`config.mk`:
```
export PLATFORM = sky130hd
export DESIGN_NAME = tmr_cmp_top
export DESIGN_NICKNAME = d
export VERILOG_FILES = /design/src/rtl/tmr_pkg.sv /design/src/rtl/tmr_flag.sv /design/src/rtl/tmr_count.sv /design/src/rtl/tmr_compare.sv /design/src/rtl/tmr_wave.sv /design/src/rtl/tmr_cmp_top.sv
export SDC_FILE = /design/constraint.sdc
export NUM_CORES = 1
export LEC_CHECK = 0
export BUFFER_PORTS_ARGS = -buffer_cell sky130_fd_sc_hd__buf_2
export CORE_ASPECT_RATIO = 0.75
export CORE_MARGIN = 4
export CORE_UTILIZATION = 43
export DETAILED_ROUTE_END_ITERATION = 6
export HOLD_SLACK_MARGIN = 0.12
export PLACE_DENSITY = 0.79
export REMOVE_ABC_BUFFERS = 1
export SLEW_MARGIN = 20
export SYNTH_ARGS = -nofsm -noshare
export SYNTH_HDL_FRONTEND = slang
export SYNTH_SLANG_ARGS = --single-unit
```
`constraint.sdc`:
```
create_clock -name clk -period 1.5 [get_ports clk]
set_input_delay 0.075 -clock clk [delete_from_list [all_inputs] [get_ports clk]]
set_output_delay 0.075 -clock clk [all_outputs]
set_load 0.005 [all_outputs]
```
`src/rtl/tmr_pkg.sv`:
```
package tmr_pkg;
  typedef enum logic [1:0] {
    MODE_FREE = 2'b00,
    MODE_RSV1 = 2'b01,
    MODE_CTC  = 2'b10,
    MODE_RSV3 = 2'b11
  } tmr_mode_e;

  typedef enum logic [1:0] {
    ACT_HOLD   = 2'b00,
    ACT_TOGGLE = 2'b01,
    ACT_CLEAR  = 2'b10,
    ACT_SET    = 2'b11
  } cmp_act_e;
endpackage

```
`src/rtl/tmr_flag.sv`:
```
module tmr_flag (
  input  logic clk,
  input  logic rst,
  input  logic set_i,
  input  logic clr_i,
  output logic flag_o
);
  always_ff @(posedge clk) begin
    if (rst)        flag_o <= 1'b0;
    else if (set_i) flag_o <= 1'b1;
    else if (clr_i) flag_o <= 1'b0;
  end

  AST_FLAG_STICKY: assert property (@(posedge clk) disable iff (rst)
    flag_o && !clr_i |=> flag_o);
  AST_FLAG_SET_WINS: assert property (@(posedge clk) disable iff (rst)
    set_i |=> flag_o);
endmodule

```
`src/rtl/tmr_count.sv`:
```
module tmr_count #(
  parameter int W = 8
) (
  input  logic         clk,
  input  logic         rst,
  input  logic         tick,
  input  logic         ld,
  input  logic [W-1:0] ld_val,
  input  logic         ctc_en,
  input  logic         at_cmp,
  output logic [W-1:0] cnt,
  output logic         wrap
);
  localparam logic [W-1:0] MAXV = {W{1'b1}};

  assign wrap = tick && !ld && (cnt == MAXV);

  always_ff @(posedge clk) begin
    if (rst)                  cnt <= '0;
    else if (ld)              cnt <= ld_val;
    else if (tick) begin
      if (ctc_en && at_cmp)   cnt <= '0;
      else                    cnt <= cnt + 1'b1;
    end
  end

  AST_HOLD_NO_TICK: assert property (@(posedge clk) disable iff (rst)
    !tick && !ld |=> $stable(cnt));
  AST_LOAD_TAKES: assert property (@(posedge clk) disable iff (rst)
    ld |=> cnt == $past(ld_val));
endmodule

```
`src/rtl/tmr_compare.sv`:
```
module tmr_compare #(
  parameter int W = 8
) (
  input  logic         clk,
  input  logic         rst,
  input  logic         cmp_wr,
  input  logic [W-1:0] cmp_wdata,
  input  logic [W-1:0] cnt,
  input  logic         tick,
  input  logic         ld,
  output logic         at_cmp,
  output logic         match_evt
);
  logic [W-1:0] cmp_q;

  always_ff @(posedge clk) begin
    if (rst)         cmp_q <= '0;
    else if (cmp_wr) cmp_q <= cmp_wdata;
  end

  assign at_cmp    = (cnt == cmp_q);
  assign match_evt = tick && !ld && at_cmp;

  AST_LOAD_BLOCKS_MATCH: assert property (@(posedge clk) disable iff (rst)
    ld |-> !match_evt);
endmodule

```
`src/rtl/tmr_wave.sv`:
```
module tmr_wave
  import tmr_pkg::*;
(
  input  logic       clk,
  input  logic       rst,
  input  logic       ctl_wr,
  input  cmp_act_e   act_wdata,
  input  logic       match_evt,
  input  logic       force_cmp,
  input  logic       oe,
  output logic       wave_pin
);
  cmp_act_e act_q;
  logic     wave_bit;
  logic     apply;

  assign apply = match_evt || force_cmp;

  always_ff @(posedge clk) begin
    if (rst)         act_q <= ACT_HOLD;
    else if (ctl_wr) act_q <= act_wdata;
  end

  always_ff @(posedge clk) begin
    if (rst) wave_bit <= 1'b0;
    else if (apply) begin
      case (act_q)
        ACT_TOGGLE: wave_bit <= ~wave_bit;
        ACT_CLEAR:  wave_bit <= 1'b0;
        ACT_SET:    wave_bit <= 1'b1;
        default:    wave_bit <= wave_bit;
      endcase
    end
  end

  assign wave_pin = wave_bit && oe;

  AST_HOLD_ACTION: assert property (@(posedge clk) disable iff (rst)
    act_q == ACT_HOLD |=> $stable(wave_bit));
  AST_NO_APPLY_STABLE: assert property (@(posedge clk) disable iff (rst)
    !apply |=> $stable(wave_bit));
  AST_PIN_GATED: assert property (@(posedge clk) disable iff (rst)
    !oe |-> !wave_pin);
endmodule

```
`src/rtl/tmr_cmp_top.sv`:
```
module tmr_cmp_top
  import tmr_pkg::*;
#(
  parameter int W = 8
) (
  input  logic         clk,
  input  logic         rst,
  input  logic         tick,
  input  logic         cnt_wr,
  input  logic [W-1:0] cnt_wdata,
  input  logic         cmp_wr,
  input  logic [W-1:0] cmp_wdata,
  input  logic         ctl_wr,
  input  logic [1:0]   ctl_mode,
  input  logic [1:0]   ctl_act,
  input  logic         force_cmp,
  input  logic         ovf_clr,
  input  logic         match_clr,
  input  logic         wave_oe,
  output logic [W-1:0] cnt_q,
  output logic         ovf_flag,
  output logic         match_flag,
  output logic         wave_pin
);
  tmr_mode_e mode_q;
  logic      ctc_en;
  logic      at_cmp;
  logic      match_evt;
  logic      wrap;

  always_ff @(posedge clk) begin
    if (rst)         mode_q <= MODE_FREE;
    else if (ctl_wr) mode_q <= tmr_mode_e'(ctl_mode);
  end

  assign ctc_en = (mode_q == MODE_CTC);

  tmr_count #(.W(W)) count_i (
    .clk(clk), .rst(rst), .tick(tick), .ld(cnt_wr), .ld_val(cnt_wdata),
    .ctc_en(ctc_en), .at_cmp(at_cmp), .cnt(cnt_q), .wrap(wrap)
  );

  tmr_compare #(.W(W)) cmp_i (
    .clk(clk), .rst(rst), .cmp_wr(cmp_wr), .cmp_wdata(cmp_wdata),
    .cnt(cnt_q), .tick(tick), .ld(cnt_wr), .at_cmp(at_cmp),
    .match_evt(match_evt)
  );

  tmr_flag ovf_i (
    .clk(clk), .rst(rst), .set_i(wrap), .clr_i(ovf_clr), .flag_o(ovf_flag)
  );

  tmr_flag match_i (
    .clk(clk), .rst(rst), .set_i(match_evt), .clr_i(match_clr),
    .flag_o(match_flag)
  );

  tmr_wave wave_i (
    .clk(clk), .rst(rst), .ctl_wr(ctl_wr), .act_wdata(cmp_act_e'(ctl_act)),
    .match_evt(match_evt), .force_cmp(force_cmp), .oe(wave_oe),
    .wave_pin(wave_pin)
  );

  AST_CTC_TOP: assert property (@(posedge clk) disable iff (rst)
    ctc_en && match_evt |=> cnt_q == '0);
  AST_FORCE_NO_FLAG: assert property (@(posedge clk) disable iff (rst)
    force_cmp && !match_evt && !match_flag |=> !match_flag);
  AST_LOAD_NO_MATCH: assert property (@(posedge clk) disable iff (rst)
    cnt_wr && !match_flag |=> !match_flag);
  AST_WRAP_OVF: assert property (@(posedge clk) disable iff (rst)
    wrap |=> ovf_flag && cnt_q == '0);
endmodule

```
Word-level counts from Yosys, hierarchy flattened
Cells that the tools add are included.
{"block": "word_totals", "ff_bits": 23, "in_bits": 30, "out_inout_bits": 11, "word_cells": 35}
{"block": "op_classes", "addsub": 1, "n_eq_ne": 6, "n_mux": 8, "n_bitwise": 1, "n_reduce_logical": 12}
{"operator": "8-bit 2-to-1 mux", "count": 3}
{"operator": "8-bit by 1-bit adder with 8-bit output, second input constant", "count": 1}
{"operator": "8-bit equality test", "count": 1}
{"operator": "8-bit equality test, second input constant", "count": 1}
{"operator": "2-bit equality test, second input constant", "count": 3}
{"operator": "2-bit nonzero test", "count": 3}
{"operator": "1-bit logical AND", "count": 5}
{"operator": "1-bit 2-to-1 mux", "count": 4}
{"operator": "1-bit one-hot mux with 3 select lines", "count": 1}
{"operator": "3-bit nonzero test", "count": 1}
{"operator": "2-bit by 1-bit equality test with 1-bit output, second input constant", "count": 1}
{"operator": "2-bit AND reduction", "count": 1}
{"operator": "1-bit logical NOT", "count": 1}
{"operator": "1-bit logical OR", "count": 1}
{"operator": "1-bit inverter", "count": 1}

Longest topological paths before layout
Gate-level depths: netlist of the first run.
{"block": "depth", "ltp_word": 5, "mapped_depth": 6, "ltp_nobuf": 6}

Hierarchy
A second synthesis of the first run with hierarchy kept.
{"block": "unflattened", "hier_cells": 131, "area_unflattened_um2": 1184.9}
{"module": "tmr_count", "n_inst": 1, "cells_per_inst": 63, "area_per_inst_um2": 511.7, "seq_area_each_um2": 160.2}
{"module": "tmr_compare", "n_inst": 1, "cells_per_inst": 39, "area_per_inst_um2": 384.1, "seq_area_each_um2": 160.2}
{"module": "tmr_wave", "n_inst": 1, "cells_per_inst": 14, "area_per_inst_um2": 137.6, "seq_area_each_um2": 60.1}
{"module": "tmr_flag", "n_inst": 2, "cells_per_inst": 4, "area_per_inst_um2": 38.8, "seq_area_each_um2": 20.0}
{"module": "tmr_cmp_top", "n_inst": 1, "cells_per_inst": 7, "area_per_inst_um2": 73.8, "seq_area_each_um2": 40.0}

Worst setup path before layout of the first run
No wires, ideal clock.
{"block": "synth_timing", "kind": "register to register", "start": "register count_i.cnt[2]", "end": "register count_i.cnt[1]", "setup_ns": 0.128, "arrival_ns": 1.474, "required_ns": 1.372, "setup_slack_ns": -0.102, "path_stages_with_launch": 6, "path_buffers": 0, "synth_period_minus_slack_ns": 1.602, "path_cell_list": "dfxtp_1 xor2_1 nor4_2 a41oi_2 a221oi_1 nor2_1"}
{"block": "synth_between", "elab_chain_len": 5}
{"item": "start, declared", "line_no": "tmr_count.sv:11", "source": "output logic [W-1:0] cnt,"}
{"item": "start signal, assigned", "line_no": "tmr_count.sv:20", "source": "else if (ld) cnt <= ld_val;"}
{"item": "start signal, assigned", "line_no": "tmr_count.sv:23", "source": "else cnt <= cnt + 1'b1;"}
{"item": "8-bit equality test", "line_no": "tmr_compare.sv:21", "source": "assign at_cmp = (cnt == cmp_q);"}
{"item": "1-bit logical AND", "line_no": "tmr_count.sv:22", "source": "if (ctc_en && at_cmp) cnt <= '0;"}
{"item": "8-bit 2-to-1 mux", "line_no": "tmr_count.sv:22"}
{"item": "8-bit 2-to-1 mux", "line_no": "tmr_count.sv:21", "source": "else if (tick) begin"}
{"item": "8-bit 2-to-1 mux", "line_no": "tmr_count.sv:20"}
No other way between the ends. The select of a mux whose other input is x is not followed.
A chain may end at the register's enable or synchronous reset.

Worst setup path in the final report of the first run
{"block": "layout_timing", "start": "register cmp_i.cmp_q[6]", "end": "register count_i.cnt[0]"}
{"block": "layout_between", "elab_chain_len": 5}
{"item": "start, declared", "line_no": "tmr_compare.sv:14", "source": "logic [W-1:0] cmp_q;"}
{"item": "start signal, assigned", "line_no": "tmr_compare.sv:18", "source": "else if (cmp_wr) cmp_q <= cmp_wdata;"}
{"item": "8-bit equality test", "line_no": "tmr_compare.sv:21"}
{"item": "1-bit logical AND", "line_no": "tmr_count.sv:22"}
{"item": "8-bit 2-to-1 mux", "line_no": "tmr_count.sv:22"}
{"item": "8-bit 2-to-1 mux", "line_no": "tmr_count.sv:21"}
{"item": "8-bit 2-to-1 mux", "line_no": "tmr_count.sv:20"}
No other way between the ends. The select of a mux whose other input is x is not followed.

==> results of run 1 <==
## power by group
group	total [µW]	switching (µW)	internal [µW]
logic	378	167	211
clock network	294	190	104
registers	681	31.6	650
total	1350	389	965
## layout by cell type, fill, tap and decap left out, types with 6 or more instances in the layout
cell,instances
mux2i_1,12
a221oi_2,7
nor2_1,21
dfxtp_2,10
dlygate4sd3_1,25
buf_2,40
nor3b_1,7
xor2_1,6
buf_4,18
dfxtp_1,13
## flip-flops by register name, indices dropped and copies added (netlist names)
signal and flops:
ovf_i.flag_o 1, match_i.flag_o 1, wave_i.wave_bit 1, count_i.cnt 8, mode_q 2, cmp_i.cmp_q 8, wave_i.act_q 2
## timing repair
| item | in CTS | in global routing |
|---|---|---|
| endpoints found under the setup margin | 9 | 10 |
| endpoints found under the hold margin | 22 | 0 |
| resized for setup | 15 | 11 |
| buffers inserted | 1 | 1 |
| pin swaps | 3 | 6 |
| hold buffers | 25 | 0 |
## critical path, delay by kind of cell, from the launching register on
family	cells	cell delay, ps
buf+inv	1	150
xor+xnor	1	200
simple gates	2	320
flops	1	380
compound gates	2	550
## through the flow
| stage | setup TNS [ps] | util [%] | cells |
|---|---|---|---|
| 2_1_floorplan | -561 | - | 113 |
| 3_3_place_gp | -1120 | 61.2 | 203 |
| 3_5_place_dp | -1800 | 61.2 | 203 |
| 4_1_cts | -1160 | 75.7 | 233 |
| 5_1_grt | -2580 | 78.2 | 234 |
| 6_report | -1420 | 78.2 | 234 |
## worst max-delay path by stage
stage	endpoint	slack, ps	depth (start not counted)	from
6_report	count_i.cnt[0]	-190	6	cmp_i.cmp_q[6]
5_1_grt	count_i.cnt[6]	-300	6	cmp_i.cmp_q[2]
4_1_cts	count_i.cnt[3]	-150	6	cmp_i.cmp_q[2]
3_5_place_dp	count_i.cnt[1]	-230	6	count_i.cnt[2]
3_3_place_gp	count_i.cnt[1]	-150	6	count_i.cnt[2]
2_1_floorplan	count_i.cnt[1]	-100	5	count_i.cnt[2]
## final cells by class
cell class	count	area share, %
Inverter	3	0.604
Sequential cell	23	25.4
Tap cell	34	2.28
Clock buffer	4	1.41
Multi-Input combinational cell	87	38.9
Timing Repair Buffer	83	31.4
## kinds of logic after synthesis
logic type | share of synthesized area [%]
adders and majority gates | 1.11
xor gates and xnor gates | 10.9
muxes | 11.7
buffers and inverters | 3.34
and+or+nand+nor | 21.2
AOI/OAI and AO/OA | 10.7
DFF | 41.0
## routing by layer
metal | track usage, % | share of wire (%) | up-vias | wire length [µm]
met2 | 43.6 | 53 | 65 | 1980
li1 | - | - | 579 | -
met1 | 23.6 | 38 | 575 | 1420
met4 | 6.40 | 3.3 | 0 | 125
met3 | 5.58 | 5.5 | 14 | 207
met5 | 0 | 0 | - | 0
==> results by group, run 1 <==
Drt
  • Remaining DRCs: 0
  • DRT Wirelength: 3730 µm
  • Initial DRC Count: 53
  • DR vias: 1233
  • Detail Route Antenna Nets: 0
  • Vias/cell: 5.27
  • Drt pass-1 iters: 4
  • Wirelength per Cell: 16.0 µm

Min path
  • Hold path cells: 3
  • Hold Path Origin: ctl_wr
  • Worst Hold End: mode_q[0]
  • Hold crit path type: in -> reg

Floorplan
  • Die H: 52.2 µm
  • Chip width: 67.0 µm
  • Effective utilization at floorplan: 47.1%
  • I/O Pins: 41
  • Rows: 15
  • Core Area: 0.00238 mm²
  • Die area: 0.00350 mm²

CTS
  • CTS Sinks: 23
  • Skew-Pair Late Insertion Delay: 320 ps
  • CTS root buffer: clkbuf_4
  • Clock slew at reported path FFs: 130 ps
  • CTS Buf Count: 3
  • H-tree lvl count: 1
  • CTS tree: done
  • Bufs on Longest Clock Path: 2

Power and ir drop
  • Power Density: 726 mW/mm²
  • Peak supply drop: 0.000509 V
  • Pwr Total: 1350 µW
  • Leakage: 0.000857 µW

Placed design
  • HPWL after DPL: 2220 µm
  • Pre-CTS WS: -233 ps
  • Gp weighted congestion: 0.835
  • Number of I/O port buffers: 40
  • Area of placed instances: 0.00146 mm²

Worst setup path
  • Crit path max fanout: 8
  • Startpoint class of the critical path: register
  • Worst path slowest cell: a41oi_4
  • CP Capture Type: register
  • Reg2reg setup slack: -190 ps
  • Worst R2R End: count_i.cnt[0]
  • Worst r2r src: cmp_i.cmp_q[6]
  • Crit-path cells: xor2_1 > nor4_2 > buf_4 > a41oi_4 > or2b_1 > a21oi_1
  • Crit path kind: reg -> reg
  • Critical path required time: 1740 ps
  • Crit-path max cell delay: 420 ps
  • CP arrival: 1930 ps
  • Reg2Reg Depth: 6

Yosys
  • Ys async rst share: 0%
  • Synthesized flop and latch total: 23
  • Top post-synthesis cells by area: dfxtp_1 (41%), mux2i_1 (11%), xor2_1 (7.8%)
  • Syn Inst Count: 120
  • Synthesized cell area: 0.00112 mm²
  • Synth cell count leaders: dfxtp_1 (23), nor2_1 (22), mux2i_1 (12)
  • Syn Area/Cell: 9.35 µm²
  • Ys Warns: 0
  • EDFF count, synth: 0
  • Main flop type after synthesis: dfxtp_1
  • Top-area cell type share of the netlist area: 41.0%
  • Most common cell in the netlist: dfxtp_1
  • Area leader, netlist: dfxtp_1
  • Sequential area share after synthesis: 41.0%
  • Cell variety after synth: 27

STA
  • PnR worst setup slack: -187 ps
  • Share of the clock period used by the worst path: 112%
  • Relative slew slack: 69.7%
  • RSZ-0062 raised after global routing: yes
  • Hold Fails Final Rpt: 0
  • Worst Max-Slew Pin Slew: 455 ps
  • Max Clk Rate: 0.593 GHz
  • Final setup fails: 9
  • Final hold slack: 138 ps
  • Fin. max-slew vios: 0
  • Tmin final: 1690 ps
  • Clk_skew: 8.78 ps

Final layout
  • Layout area overhead: 66.1%
  • Footprint of the multi-input gates: 726 µm²
  • FILL cells: 157
  • Fin nets: 232
  • # diodes: 0
  • Register area: 473 µm²
  • Share of layout cells above drive strength 1: 44.5%
  • Final instance area: 0.00186 mm²

Outcome
  • Failing checks: setup timing
  • Status: finished, violations left

Global routing
  • All-Layer GR Usage: 22.4%
  • Global-route wire length before repair: 5660 µm
  • Pin count of the biggest net entering global routing: 24
  • Gr ovfl total: 0
  • Number of global-route vias before repair: 1200
  • Initial antenna violation count: 0

Job
  • Max cap viols: 0
No activity file was read; power rests on OpenSTA's default activity.
==> run 2, diff against run 1 <==
CORE_MARGIN = not set   (was 4)
SKIP_CTS_REPAIR_TIMING = 1   (was not set)
==> run 2 against run 1 <==
  * The run still ends with setup timing left
  * Sequential power is essentially flat
  * Flip-flop and latch count is the same
  * Clock power about the same
  * First-iteration DRC count fell by 58%
  * Register-to-register slack lost 50 ps
  * Clock skew fell by 4.6 ps
  * Global-route usage decreased by 1.4 points
  * Critical path type unchanged
  * Largest power group unchanged
  * Highest routed layer unchanged
==> results by group, run 2 (synthesis gave the netlist of run 1 again) <==
Drt
  • DRT Wirelength: 3180 µm (-15%)
  • Drt pass-1 iters: 4 (unchanged)
  • Wirelength per Cell: 13.8 µm (-14%)
  • Detail Route Antenna Nets: 0 (unchanged)
  • Remaining DRCs: 0 (unchanged)
  • DR vias: 1186 (-3.8%)
  • Vias/cell: 5.13 (-2.6%)
  • Initial DRC Count: 22 (-58%)

Outcome
  • Status: finished, violations left
  • Failing checks: setup timing

Worst setup path
  • Critical path required time: 1700 ps (-40 ps)
  • Crit path max fanout: 8 (unchanged)
  • Crit-path cells: xor2_1 > nor4_2 > buf_4 > a41oi_4 > a221oi_2 > nor2_1
  • CP Capture Type: register
  • Crit path kind: reg -> reg
  • Startpoint class of the critical path: register
  • Crit-path max cell delay: 350 ps (-70 ps)
  • Worst path slowest cell: dfxtp_2
  • CP arrival: 1940 ps (about the same)

Final layout
  • Layout area overhead: 64.5%
  • # diodes: 0 (unchanged)
  • Share of layout cells above drive strength 1: 44.7% (+0.17 points)
  • Biggest regs: cmp_i.cmp_q (8), count_i.cnt (8)
  • Fin nets: 229 (-1.3%)
  • Final instance area: 0.00185 mm² (-0.94%)
  • Finished Core Util: 77.5% (-0.73 points)
  • Most common cell after layout, fill and taps aside: buf_2
  • Most frequent cells in the layout: buf_2 (40), dlygate4sd3_1 (23), nor2_1 (21)
  • Layout Cells excl Fill: 231 (-1.3%)

Placed design
  • Number of I/O port buffers: 40 (unchanged)
  • Gp weighted congestion: 0.814 (-2.5%)
  • Placed instance count: 203 (unchanged)
  • Area of placed instances: 0.00146 mm² (unchanged)
  • HPWL after DPL: 1990 µm (-10%)

CTS
  • CTS Buf Count: 3 (unchanged)
  • CTS root buffer: clkbuf_4
  • Bufs on Longest Clock Path: 2 (unchanged)
  • CTS tree: done
  • Skew-Pair Late Insertion Delay: 320 ps (about the same)
  • H-tree lvl count: 1 (unchanged)
  • CTS Sinks: 23 (unchanged)
  • Clock slew at reported path FFs: 120 ps (about the same)

STA
  • Relative slew slack: 70.8% (+1.2 points)
  • Share of the clock period used by the worst path: 116% (+3.6 points)
  • Fin. max-slew vios: 0 (unchanged)
  • RSZ-0062 raised after global routing: yes
  • Max Clk Rate: 0.574 GHz (-3.1%)
  • Tmin final: 1740 ps (+53.5 ps)
  • Final hold slack: 92.7 ps (-45.0 ps)
  • Final setup fails: 9 (unchanged)
  • Hold Fails Final Rpt: 0 (unchanged)
  • PnR worst setup slack: -241 ps (-53.5 ps)
  • Worst Max-Slew Pin Slew: 436 ps (-19.1 ps)
  • Clk_skew: 4.18 ps (-4.60 ps)

Floorplan
  • I/O Pins: 41 (unchanged)
  • Core Area: 0.00238 mm² (unchanged)
  • Effective utilization at floorplan: 47.1% (unchanged)
  • Rows: 15 (unchanged)
  • Die H: 46.2 µm (-11%)
  • Chip width: 61.0 µm (-9.0%)
  • Die area: 0.00282 mm² (-19%)

Power and ir drop
  • Leakage: 0.000840 µW (-2.0%)
  • Power Density: 719 mW/mm² (-1.0%)
  • Peak supply drop: 0.000564 V (+11%)

Global routing
  • Initial antenna violation count: 0 (unchanged)
  • All-Layer GR Usage: 21.0% (-1.4 points)
  • Pin count of the biggest net entering global routing: 24 (unchanged)
  • Number of global-route vias before repair: 1066 (-11%)
  • Gr ovfl total: 0 (unchanged)
  • Global-route wire length before repair: 4250 µm (-25%)

Job
  • Max cap viols: 0 (unchanged)

Min path
  • Hold crit path type: in -> reg
[run 2: cell count changes in the layout (fill, tap and decap cells not counted), sizes merged]
cell / previous run / this run
dlygate4sd3: 25 / 23
buf: 58 / 57
[run 2: power breakdown]
| group | total, µW | leakage, µW | switching [µW] | internal [µW] |
|---|---|---|---|---|
| sequential | 681 | 0.000193 | 32.3 | 649 |
| clock | 291 | 0.0000150 | 187 | 104 |
| combinational | 355 | 0.000632 | 156 | 199 |
[run 2: routing by layer]
metal / track usage (%) / wire length (µm) / vias up
met5: 0 / 0 / -
li1: - / - / 573
met2: 36.3 / 1590 / 43
met4: 11.4 / 129 / 0
met1: 23.1 / 1310 / 556
met3: 6.74 / 151 / 14
[run 2: layout make-up]
type | instances | area, µm²
multi-input combinational | 87 | 733
timing repair buffer | 80 | 558
fill | 180 | 537
sequential | 23 | 475
tap | 34 | 42.5
clock buffer | 4 | 26.3
inverter | 3 | 11.3
[run 2: path summary, 6_finish.rpt]
kind	depth (start not counted)	endpoint	from	slack, ps
max reg2reg	6	count_i.cnt[6]	cmp_i.cmp_q[5]	-240
max	6	count_i.cnt[6]	cmp_i.cmp_q[5]	-240
min reg2reg	2	ovf_i.flag_o	ovf_i.flag_o	490
min	4	match_i.flag_o	match_clr	90
[run 2: worst max-delay path: cells and delay by family, from the launching register on]
kind,cells,cell delay (ps)
DFF,1,350
AOI/OAI and AO/OA,2,540
and+or+nand+nor,2,390
xor gates and xnor gates,1,160
buffers and inverters,1,180
[run 2: through the flow]
| stage | setup WS [ps] | setup TNS [ps] | total power, µW |
|---|---|---|---|
| floorplan | -95.9 | -561 | 802 |
| global placement | -146 | -1040 | 932 |
| detailed placement | -296 | -1820 | 944 |
| CTS | -318 | -2030 | 1230 |
| global route | -332 | -2240 | 1390 |
| finish | -241 | -1610 | 1330 |
